### src/rtl/xpose_pkg.sv
package xpose_pkg;

  typedef enum logic {
    ORI_ROW = 1'b0,
    ORI_COL = 1'b1
  } ori_e;

  // Map a traversal index {major,minor} to a storage address.
  // Row orientation keeps the index; column orientation swaps the halves.
  function automatic logic [15:0] xp_map(input ori_e o, input logic [15:0] idx,
                                         input int unsigned lg);
    logic [15:0] msk, lo, hi;
    msk = (16'd1 << lg) - 16'd1;
    lo  = idx & msk;
    hi  = (idx >> lg) & msk;
    return (o == ORI_ROW) ? idx : ((lo << lg) | hi);
  endfunction

  function automatic ori_e xp_flip(input ori_e o);
    return (o == ORI_ROW) ? ORI_COL : ORI_ROW;
  endfunction

endpackage

### src/rtl/xpose_mem.sv
module xpose_mem #(
  parameter int DW    = 16,
  parameter int AW    = 6,
  parameter int DEPTH = 64
) (
  input  logic          clk,
  input  logic          we,
  input  logic [AW-1:0] waddr,
  input  logic [DW-1:0] wdata,
  input  logic [AW-1:0] raddr,
  output logic [DW-1:0] rdata
);

  logic [DW-1:0] store [DEPTH];

  // The write lands at the clock edge; the read is combinational, so a
  // same-cycle read of the written slot still returns the older word.
  always_ff @(posedge clk) begin
    if (we) store[waddr] <= wdata;
  end

  assign rdata = store[raddr];

endmodule

### src/rtl/xpose_wr_ctrl.sv
module xpose_wr_ctrl
  import xpose_pkg::*;
#(
  parameter int AW = 6
) (
  input  logic          clk,
  input  logic          rst_n,
  input  logic          in_valid,
  input  logic          pend,
  input  logic [AW-1:0] r_idx,
  input  logic          out_ready,
  output logic          in_ready,
  output logic [AW-1:0] w_idx,
  output ori_e          ori,
  output logic          blk_done
);

  localparam logic [AW-1:0] LAST = {AW{1'b1}};

  logic in_fire;

  // Behind a pending block the writer may reach the reader's slot only
  // when the reader vacates it in the same cycle.
  assign in_ready = !pend || (w_idx < r_idx) || ((w_idx == r_idx) && out_ready);
  assign in_fire  = in_valid && in_ready;
  assign blk_done = in_fire && (w_idx == LAST);

  always_ff @(posedge clk) begin
    if (!rst_n) begin
      w_idx <= '0;
      ori   <= ORI_ROW;
    end else if (blk_done) begin
      w_idx <= '0;
      ori   <= xp_flip(ori);
    end else if (in_fire) begin
      w_idx <= w_idx + AW'(1);
    end
  end

  // never step past the read pointer of the pending block
  p_no_overtake_r5: assert property (@(posedge clk) disable iff (!rst_n)
    (in_fire && pend) |-> (w_idx <= r_idx));

  // orientation flips at each completed input block
  p_flip_r7: assert property (@(posedge clk) disable iff (!rst_n)
    blk_done |=> (ori != $past(ori)));

endmodule

### src/rtl/xpose_rd_ctrl.sv
module xpose_rd_ctrl #(
  parameter int AW = 6
) (
  input  logic          clk,
  input  logic          rst_n,
  input  logic          out_ready,
  input  logic          blk_done,
  output logic          pend,
  output logic [AW-1:0] r_idx,
  output logic          out_last
);

  localparam logic [AW-1:0] LAST = {AW{1'b1}};

  logic out_fire;
  logic rd_done;

  assign out_fire = pend && out_ready;
  assign rd_done  = out_fire && (r_idx == LAST);
  assign out_last = pend && (r_idx == LAST);

  always_ff @(posedge clk) begin
    if (!rst_n) begin
      pend  <= 1'b0;
      r_idx <= '0;
    end else begin
      if (blk_done)     pend <= 1'b1;
      else if (rd_done) pend <= 1'b0;
      if (rd_done)       r_idx <= '0;
      else if (out_fire) r_idx <= r_idx + AW'(1);
    end
  end

  // output opens only after a write block has completed
  p_start_r3: assert property (@(posedge clk) disable iff (!rst_n)
    $rose(pend) |-> $past(blk_done));

  // the flagged word ends the block and the read pointer wraps
  p_wrap_r4: assert property (@(posedge clk) disable iff (!rst_n)
    (out_fire && out_last) |=> (r_idx == '0));

endmodule

### src/rtl/xpose_buf.sv
module xpose_buf
  import xpose_pkg::*;
#(
  parameter int DW = 16,
  parameter int N  = 8
) (
  input  logic          clk,
  input  logic          rst_n,
  input  logic          in_valid,
  output logic          in_ready,
  input  logic [DW-1:0] in_data,
  output logic          out_valid,
  input  logic          out_ready,
  output logic [DW-1:0] out_data,
  output logic          out_last
);

  localparam int LG    = $clog2(N);
  localparam int AW    = 2 * LG;
  localparam int DEPTH = N * N;

  logic [AW-1:0] w_idx, r_idx, waddr, raddr;
  ori_e          ori;
  logic          blk_done;
  logic          pend;
  logic          we;

  xpose_wr_ctrl #(.AW(AW)) u_wr (
    .clk      (clk),
    .rst_n    (rst_n),
    .in_valid (in_valid),
    .pend     (pend),
    .r_idx    (r_idx),
    .out_ready(out_ready),
    .in_ready (in_ready),
    .w_idx    (w_idx),
    .ori      (ori),
    .blk_done (blk_done)
  );

  xpose_rd_ctrl #(.AW(AW)) u_rd (
    .clk      (clk),
    .rst_n    (rst_n),
    .out_ready(out_ready),
    .blk_done (blk_done),
    .pend     (pend),
    .r_idx    (r_idx),
    .out_last (out_last)
  );

  // Both sides share one orientation: the pending block is read in the
  // order the following block is being written in.
  assign waddr = AW'(xp_map(ori, 16'(w_idx), LG));
  assign raddr = AW'(xp_map(ori, 16'(r_idx), LG));
  assign we    = in_valid && in_ready;

  xpose_mem #(.DW(DW), .AW(AW), .DEPTH(DEPTH)) u_mem (
    .clk  (clk),
    .we   (we),
    .waddr(waddr),
    .wdata(in_data),
    .raddr(raddr),
    .rdata(out_data)
  );

  assign out_valid = pend;

  // a stalled output word is held unchanged
  p_hold_r8: assert property (@(posedge clk) disable iff (!rst_n)
    (out_valid && !out_ready) |=> (out_valid && $stable(out_data)));

endmodule

### config.mk
export PLATFORM = sky130hd
export DESIGN_NAME = xpose_buf
export DESIGN_NICKNAME = d
export VERILOG_FILES = /design/src/rtl/xpose_pkg.sv /design/src/rtl/xpose_mem.sv /design/src/rtl/xpose_wr_ctrl.sv /design/src/rtl/xpose_rd_ctrl.sv /design/src/rtl/xpose_buf.sv
export SDC_FILE = /design/constraint.sdc
export NUM_CORES = 1
export LEC_CHECK = 0
export ABC_AREA = 1
export CORE_MARGIN = 10
export CORE_UTILIZATION = 50
export CTS_BUF_LIST = sky130_fd_sc_hd__clkbuf_8
export CTS_CLUSTER_DIAMETER = 50
export DETAILED_ROUTE_END_ITERATION = 6
export DONT_BUFFER_PORTS = 1
export PLACE_DENSITY = 0.71
export SLEW_MARGIN = 20
export SYNTH_ARGS = -nofsm -noshare
export SYNTH_HDL_FRONTEND = slang
export SYNTH_HIERARCHICAL = 1
export SYNTH_SLANG_ARGS = --single-unit
### constraint.sdc
create_clock -name clk -period 4.25 [get_ports clk]
set_input_delay 0.6375 -clock clk [delete_from_list [all_inputs] [get_ports clk]]
set_output_delay 0.6375 -clock clk [all_outputs]
set_load 0.02 [all_outputs]
==> run summary, run 1 <==
The worst pin sits at a relative slew slack of 35.7%. TritonCTS built the clock tree. At the end of routability-driven placement, the weighted congestion stood at 0.842. The number of DRC markers after the initial detailed-route iteration is 4122, and the mean post-synth cell area is 11.7 um^2. The logs give 6 for the number of optimization iterations in the first detailed-route pass and 0.0177 uW for the leakage component of the power. The worst hold path belongs to the class primary input to flip-flop. Clock tree synthesis inserted a total of 165 buffers. The post-synthesis cell type count is 32, and the number of H-tree levels is 4.

For this design the ratio of total power to cell area is 401 mW/mm^2. When the netlist entered floorplanning its net count stood at 3701. The routed wire length is 116000 um. Walking the worst path, the cells encountered are inv_4 > nand2_2 > nand2_8 > inv_16 > buf_12 > nand2_1 > nand3_1 > nand3_1 > nand2_1 > nand2_1 > nand3_1 > nand3_1 > nand2_1 > buf_12. The setup path with the least slack is of type flip-flop to output pin.

The core region is 0.0851 mm^2. The overall overflow remaining after global route was 0. The run gives 0.305 mV as the worst IR drop on VDD.

The worst clock skew on the final layout came out at 0.0276 ns. Along the worst path, the maximum fanout reaches 37. Row generation in the floorplan step produced 107 rows.

The layout filler cell count was 6816. The number of max-slew violations in the final report was 0; the routed wire length per instance was 22.8 um. Cell type of the slowest stage on the worst timing path: sky130_fd_sc_hd__dfxtp_4.

The run gives 62000 um as the detailed placement HPWL. The cell family contributing the most delay on the critical path is simple AND/OR/NAND/NOR gates. The routed layout has 29500 vias.

The clock insertion delay at the later pin of the skew report is 0.84 ns, and the layout cell share with drive strength beyond 1 is 11.7%. The post-synthesis sequential element count works out to 1038. The run gives 0.0487 mm^2 as the final non-filler cell area. The logs give 0.0980 mm^2 for the total die area and 0.0448 mm^2 for the cell area after placement. The number of global-route vias before repair was 27800; the number of clock sinks was 1038.

The final critical path takes up 97.8% of the cycle. In the synthesized netlist the dominant register cell turns out to be sky130_fd_sc_hd__edfxtp_1. The largest net degree at the start of global routing came out at 113. The tools report the maximum achievable frequency as 241 MHz. The number of enable-type register cells in the synthesized netlist came out at 1024. The tools report the overall power consumption as 19600 uW. The run gives 39 as the count of pins on the block boundary. The die boundary height was 313 um. Once the floorplan was initialized, standard cells occupied 50.4% of the core.

Using the TritonRoute via totals, the vias-per-cell ratio works out to 5.79. The fraction of registers with async set or reset after synthesis was 0%; the number of cells in the design after placement was 4756. In this run the remaining antenna-violating nets after routing total 0. The maximum cell stage delay along the critical path is 0.44 ns, and the number of warnings reported in the yosys synthesis log is 6. Setup violations remaining at the end of the flow were counted as 0. The tools report the total track usage as 22.9%.

STA classifies the critical path endpoint as an output pin. STA classifies the critical path startpoint as a flip-flop. The maximum buffer depth of the clock tree is 3.

The tools report the library cell used as clock root buffer as sky130_fd_sc_hd__clkbuf_8. The flow ran to the end, and the final reports show no timing, DRC or antenna violations. The initial antenna violation count is 2, and the count of endpoints failing hold in the final timing report is 0. Max-cap violations in this run came to 0.

Part of the Yosys area used for sequential elements: 72.3%. The combined area of all synthesized cells is 0.0429 mm^2, and the area overhead of the layout relative to synthesis is 13.5%. Measured along the x axis, the die boundary spans 313 um. The transition at the pin with the smallest max-transition slack is 0.964 ns.

The non-filler instance count after layout is 5099. During placement, the flow inserted port buffers numbering 0. The data required time of the critical path came out at 3.61 ns. Setup repair after global routing left no endpoint under its margin.

STA puts the critical path data arrival time at 3.52 ns. Together, buffers and inverters on the worst path number 4. The first global-routing pass estimated 172000 um of wire. Synthesis produced 3673 cells. Summed negative setup slack over all endpoints: 0 ns. The net count of the finished layout is 3844.

For this run, design rule violations remaining after detail routing come to 0. For the core utilization of the finished layout, the log shows 57.2%. Subtracting the final worst setup slack from the clock period gives 4.15 ns. Clock-pin slew was measured on the worst setup and hold paths at 0.06 ns.
[worst register-to-register path, cell delays in order, from the launching register on]
cell                       delay (ns)
sky130_fd_sc_hd__dfxtp_1         0.48
sky130_fd_sc_hd__inv_1           0.10
sky130_fd_sc_hd__ha_1            0.28
sky130_fd_sc_hd__nand2_1         0.05
sky130_fd_sc_hd__nor2_1          0.14
sky130_fd_sc_hd__a21boi_2        0.10
sky130_fd_sc_hd__nand2_4         0.21
sky130_fd_sc_hd__nand2_1         0.17
sky130_fd_sc_hd__inv_1           0.26
sky130_fd_sc_hd__nand4_1         0.73
sky130_fd_sc_hd__nor2_1          0.30
sky130_fd_sc_hd__buf_4           0.37
[final timing paths]
kind	slack [ns]	cells past startpoint	from	to
worst min register to register	0.56	2	u_rd/r_idx[5]	u_rd/r_idx[5]
worst max register to register	0.70	11	u_wr/w_idx[0]	u_mem/store[43][12]
worst min-delay path	0.09	3	in_valid	u_wr/w_idx[5]
worst max-delay path	0.1	14	u_wr/ori	out_data[15]
[sequential cells by signal, indices dropped and copies added, names as in the netlist]
| register | cells |
|---|---|
| u_mem/store | 1024 |
| u_rd/r_idx | 6 |
| u_wr/w_idx | 6 |
| u_rd/pend | 1 |
| u_wr/ori | 1 |
[kinds of logic (layout without fill, tap and decap cells)]
family	count (synthesis)	after routing	synth area share (%)
compound gates	13	13	0.236
xor+xnor	5	5	0.102
fa+ha+maj	8	8	0.233
buf+inv	267	543	3.76
flops	1038	1038	72.3
other cells	0	5	0
simple gates	2342	2343	23.4
[layer usage]
layer / GRT usage (%) / up-vias / part of all wire [%]
met5: 0 / - / 0
met1: 32.3 / 14300 / 40
li1: - / 13200 / -
met2: 35.0 / 1769 / 46
met3: 5.09 / 238 / 11
met4: 8.09 / 0 / 3.0
[cells in the final DEF, fill, tap and decap left out, types with 3 or more instances in the layout]
cell / instances
sky130_fd_sc_hd__nand2_2: 12
sky130_fd_sc_hd__clkinvlp_4: 4
sky130_fd_sc_hd__clkinv_8: 3
sky130_fd_sc_hd__nor2_2: 7
sky130_fd_sc_hd__nand2_1: 1350
sky130_fd_sc_hd__inv_1: 94
sky130_fd_sc_hd__clkinv_1: 35
sky130_fd_sc_hd__xor2_1: 4
sky130_fd_sc_hd__dlygate4sd3_1: 5
sky130_fd_sc_hd__clkbuf_16: 5
sky130_fd_sc_hd__nand2_4: 6
sky130_fd_sc_hd__edfxtp_1: 1024
sky130_fd_sc_hd__a21oi_1: 3
sky130_fd_sc_hd__ha_1: 8
sky130_fd_sc_hd__nand4_1: 10
sky130_fd_sc_hd__buf_16: 22
sky130_fd_sc_hd__inv_8: 3
sky130_fd_sc_hd__dfxtp_1: 11
sky130_fd_sc_hd__nor2_1: 58
sky130_fd_sc_hd__a21oi_2: 7
sky130_fd_sc_hd__nor4_2: 8
sky130_fd_sc_hd__nand3_2: 3
sky130_fd_sc_hd__nand3_1: 881
sky130_fd_sc_hd__buf_12: 41
sky130_fd_sc_hd__inv_6: 5
sky130_fd_sc_hd__clkbuf_8: 174
sky130_fd_sc_hd__clkinv_2: 16
sky130_fd_sc_hd__buf_4: 125
sky130_fd_sc_hd__buf_6: 3
sky130_fd_sc_hd__diode_2: 5
[final cells by class]
type                            instances  area [um^2]  area share [%]
Clock inverter                        127          644            1.32
Inverter                               39          194           0.398
Tap cell                             1144         1430            2.94
Timing Repair inverter                  2         17.5          0.0359
Sequential cell                      1038        31000            63.7
Timing Repair Buffer                  201         2570            5.28
Multi-Input combinational cell       2369        10400            21.4
Clock buffer                          174         2390            4.91
Antenna cell                            5         12.5          0.0257
[where the power goes]
group	total, uW	switching (uW)	internal, uW
combinational	430	311	119
sequential	11300	8.68	11300
clock	7850	3920	3940
total	19600	4240	15300
[per-stage QoR]
step,hold WS (ns),setup slack (ns)
detailed placement,0.550,0.507
floorplan,0.493,0.413
finish,0.0908,0.0955
global route,0.0607,0.00907
global placement,0.550,0.579
CTS,0.0302,-0.0210
[synthesized netlist by cell type, types with 9 or more instances]
cell	n	area (um^2)
sky130_fd_sc_hd__clkbuf_1	26	97.6
sky130_fd_sc_hd__inv_1	35	131
sky130_fd_sc_hd__buf_4	21	158
sky130_fd_sc_hd__nand2_1	1359	5100
sky130_fd_sc_hd__dfxtp_1	14	280
sky130_fd_sc_hd__edfxtp_1	1024	30700
sky130_fd_sc_hd__buf_1	17	63.8
sky130_fd_sc_hd__buf_6	50	563
sky130_fd_sc_hd__nor4_1	9	56.3
sky130_fd_sc_hd__nand3_1	882	4410
sky130_fd_sc_hd__nor2_1	62	233
sky130_fd_sc_hd__buf_2	113	566
sky130_fd_sc_hd__nand4_1	10	62.6
[repair_timing]
action / CTS / global route
gates cloned: 3 / 5
pin swaps: 1 / 3
setup endpoints to repair: 16 / 16
buffers inserted: 3 / 5
endpoints found under the hold margin: 1038 / 0
gates resized for setup: 9 / 17
hold buffers: 21 / 0
No activity file was read; power rests on OpenSTA's default activity.
==> run 2: changes to the inputs <==
--- a/config.mk
+++ b/config.mk
@@ -6,6 +6,7 @@
 export NUM_CORES = 1
 export LEC_CHECK = 0
 export ABC_AREA = 1
+export CORE_ASPECT_RATIO = 0.75
 export CORE_MARGIN = 10
 export CORE_UTILIZATION = 50
 export CTS_BUF_LIST = sky130_fd_sc_hd__clkbuf_8
==> run summary, run 2 (synthesis results as in run 1) <==
The flow ran to the end, but the final reports show violations. The checks that failed: DRC. The transition at the pin with the smallest max-transition slack is 1.00 ns (+0.0370 ns), and the global-route wire length before repair is 172000 um (about the same). The library cell used most frequently in the layout, excluding fill and tap cells, is sky130_fd_sc_hd__nand2_1. The register with the most flip-flops in the final layout is u_mem/store. The core box area was 0.0846 mm^2 (-0.63%). STA classifies the critical path startpoint as a flip-flop. The run gives 6799 (-0.25%) as the layout filler cell count.

The total track usage is 23.2% (+0.28 points). The total die area was 0.0981 mm^2 (+0.12%); the flip-flop count of the largest register after layout was 1024 (unchanged). The worst slack at placement is 0.647 ns (+0.140 ns), and the shortest clock period the worst path allows after layout is 4.19 ns (+0.0353 ns). The maximum cell stage delay along the critical path was 0.43 ns (about the same). The logs give 50.8% (+0.32 points) for the starting utilization of the core area and 0.0174 uW (-1.7%) for the leakage component of the power. The maximum fanout along the worst path came out at 69 (+86%). The share of the clock period used by the worst path was 98.6% (+0.83 points); the initial antenna violation count was 2 (unchanged). The detailed-route via count was 29100 (-1.5%). Relative to the synthesized area, the layout overhead comes to 12.1%.

In the layout the commonest cells are sky130_fd_sc_hd__nand2_1 (1348), sky130_fd_sc_hd__edfxtp_1 (1024), sky130_fd_sc_hd__nand3_1 (881), sky130_fd_sc_hd__clkbuf_8 (165), sky130_fd_sc_hd__buf_4 (99). The number of H-tree levels came out at 4 (unchanged). The count of buffers from port buffering works out to 0 (unchanged). Walking the worst path, the cells encountered are inv_2 > nand2_1 > nand2_4 > buf_12 > buf_12 > nand3_1 > nand2_1 > nand2_1 > nand3_1 > nand3_1 > nand2_1 > buf_12.

Critical path buffer and inverter count: 4 (unchanged). The width of the die works out to 358 um (+14%). For the number of clock sinks, the log shows 1038 (unchanged).

The count of max-cap constraint violations is 0 (unchanged), and the count of endpoints failing hold in the final timing report is 0 (unchanged). The final RePlAce weighted congestion was 0.880 (+4.5%); the core utilization of the finished layout was 56.9% (-0.34 points). The critical path arrival is 3.55 ns (+0.03 ns), and the residual antenna-violating net count after detailed routing is 0 (unchanged). For the clock insertion delay at the later pin of the skew report, the log shows 0.82 ns (-0.02 ns). The root buffer cell chosen for the clock tree is sky130_fd_sc_hd__clkbuf_8. The run gives 0 (unchanged) as the number of max-slew violations in the final report. The largest net degree at the start of global routing is 102 (-9.7%), and the number of global-route vias before repair is 27100 (-2.6%). The layout cell share with drive strength beyond 1 was 10.6% (-1.2 points); the hold slack was 0.0813 ns (-0.00951 ns). Number of nets in the finished design: 3804 (-1.0%).

TritonCTS built the clock tree. The number of optimization iterations in the first detailed-route pass is 7 (+1). The relative max-transition margin came out at 32.6% (-3.1 points). The maximum achievable frequency was 239 MHz (-0.84%). Maximum buffer depth of the clock tree: 3 (unchanged). In the final layout, the registers with the most flip-flops are u_mem/store (1024), u_rd/r_idx (6), u_wr/w_idx (6). The clock transition time at the flip-flop clock pins of the worst setup and hold paths is 0.07 ns (about the same), and the worst IR drop on VDD is 0.405 mV (+33%). Cell type of the slowest stage on the worst timing path: sky130_fd_sc_hd__buf_12. The routed wire length was 116000 um (+0.29%); the overall power consumption was 19300 uW (-1.5%). Total power divided by cell area: 400 mW/mm^2 (-0.32%).

The family of cells with the greatest summed delay on the critical path was simple AND/OR/NAND/NOR gates. Die boundary height: 274 um (-13%). The routed wire length per instance works out to 23.2 um (+1.8%). The critical path is of the flip-flop to output pin type. The run gives 7 (+7) as the DRC violations left.

The cell repeated most along the worst path was sky130_fd_sc_hd__nand2_1. Overall overflow remaining after global route: 0 (unchanged). The tools report the data required time of the critical path as 3.61 ns (about the same). The worst setup path is captured at an output pin.

Number of buffers created by CTS: 158 (-4.2%). The worst min-delay path class was primary input to flip-flop. The worst clock skew on the final layout came out at 0.0459 ns (+0.0183 ns).

The run gives 39 (unchanged) as the count of pins on the block boundary. The run gives 62200 um (+0.19%) as the detailed placement HPWL. The total number of placement rows was 92 (-14%); the detail-routed via count per cell was 5.79 (about the same). The number of DRC markers after the initial detailed-route iteration came out at 4452 (+8.0%).

The run gives 0.0602 ns (-0.0353 ns) as the worst path setup slack after routing. For the total of endpoints with negative setup slack in the final report, the log shows 0 (unchanged).
## run 2: repair_timing
| action | CTS | global route |
|---|---|---|
| setup endpoints to repair | 16 | 16 |
| buffers inserted | 0 | 7 |
| hold buffers | 20 | 0 |
| pin swaps | 0 | 1 |
| hold endpoints to repair | 1038 | 0 |
| gates cloned | 2 | 3 |
| gates resized for setup | 8 | 22 |
## run 2: worst reg2reg max path, cell delays in order (launching register included)
cell and delay, ns:
sky130_fd_sc_hd__dfxtp_1 0.45, sky130_fd_sc_hd__inv_1 0.08, sky130_fd_sc_hd__ha_1 0.31, sky130_fd_sc_hd__a21oi_1 0.22
sky130_fd_sc_hd__nand3_2 0.12, sky130_fd_sc_hd__nand2_4 0.19, sky130_fd_sc_hd__nand2_1 0.15, sky130_fd_sc_hd__inv_1 0.24
sky130_fd_sc_hd__nand4_1 0.43, sky130_fd_sc_hd__nor4_2 0.73, sky130_fd_sc_hd__buf_4 0.34
## run 2: worst paths after layout
| check | start | endpoint | slack (ns) | cells after the start |
|---|---|---|---|---|
| worst min register to register | u_rd/r_idx[1] | u_rd/r_idx[1] | 0.58 | 2 |
| worst max-delay path | u_wr/ori | out_data[2] | 0.06 | 12 |
| worst min-delay path | in_valid | u_wr/ori | 0.08 | 4 |
| worst max register to register | u_rd/r_idx[5] | u_mem/store[50][13] | 0.68 | 10 |
## run 2: cell type report
| class | instances | area [um^2] | share of cell area, % |
|---|---|---|---|
| timing repair buffer | 168 | 2210 | 4.59 |
| antenna | 3 | 7.51 | 0.0156 |
| clock buffer | 165 | 2270 | 4.72 |
| sequential | 1038 | 31000 | 64.5 |
| multi-input combinational | 2369 | 10400 | 21.7 |
| inverter | 39 | 201 | 0.418 |
| clock inverter | 111 | 551 | 1.14 |
| tap | 1128 | 1410 | 2.93 |
| timing repair inverter | 2 | 17.5 | 0.0364 |
## run 2: through the flow
step	instance area [um^2]	cells	TNS [ns]
after CTS	47900	5010	0
after global routing	48100	5022	-0.0562
after floorplan	42900	3673	0
after detailed placement	44500	4712	0
final	48100	5023	0
after global placement	44500	4712	0
## run 2: power breakdown
part	internal (uW)	total [uW]	switching [uW]
Sequential	11300	11300	8.10
Clock	3720	7560	3840
Combinational	114	425	312
## run 2: per-layer routing
metal | routed length (um) | vias up | global-route usage [%]
met1 | 49000 | 13900 | 34.9
met4 | 2350 | 0 | 6.10
met3 | 15400 | 198 | 6.44
li1 | - | 13100 | -
met5 | 0 | - | 0
met2 | 49600 | 1866 | 32.9
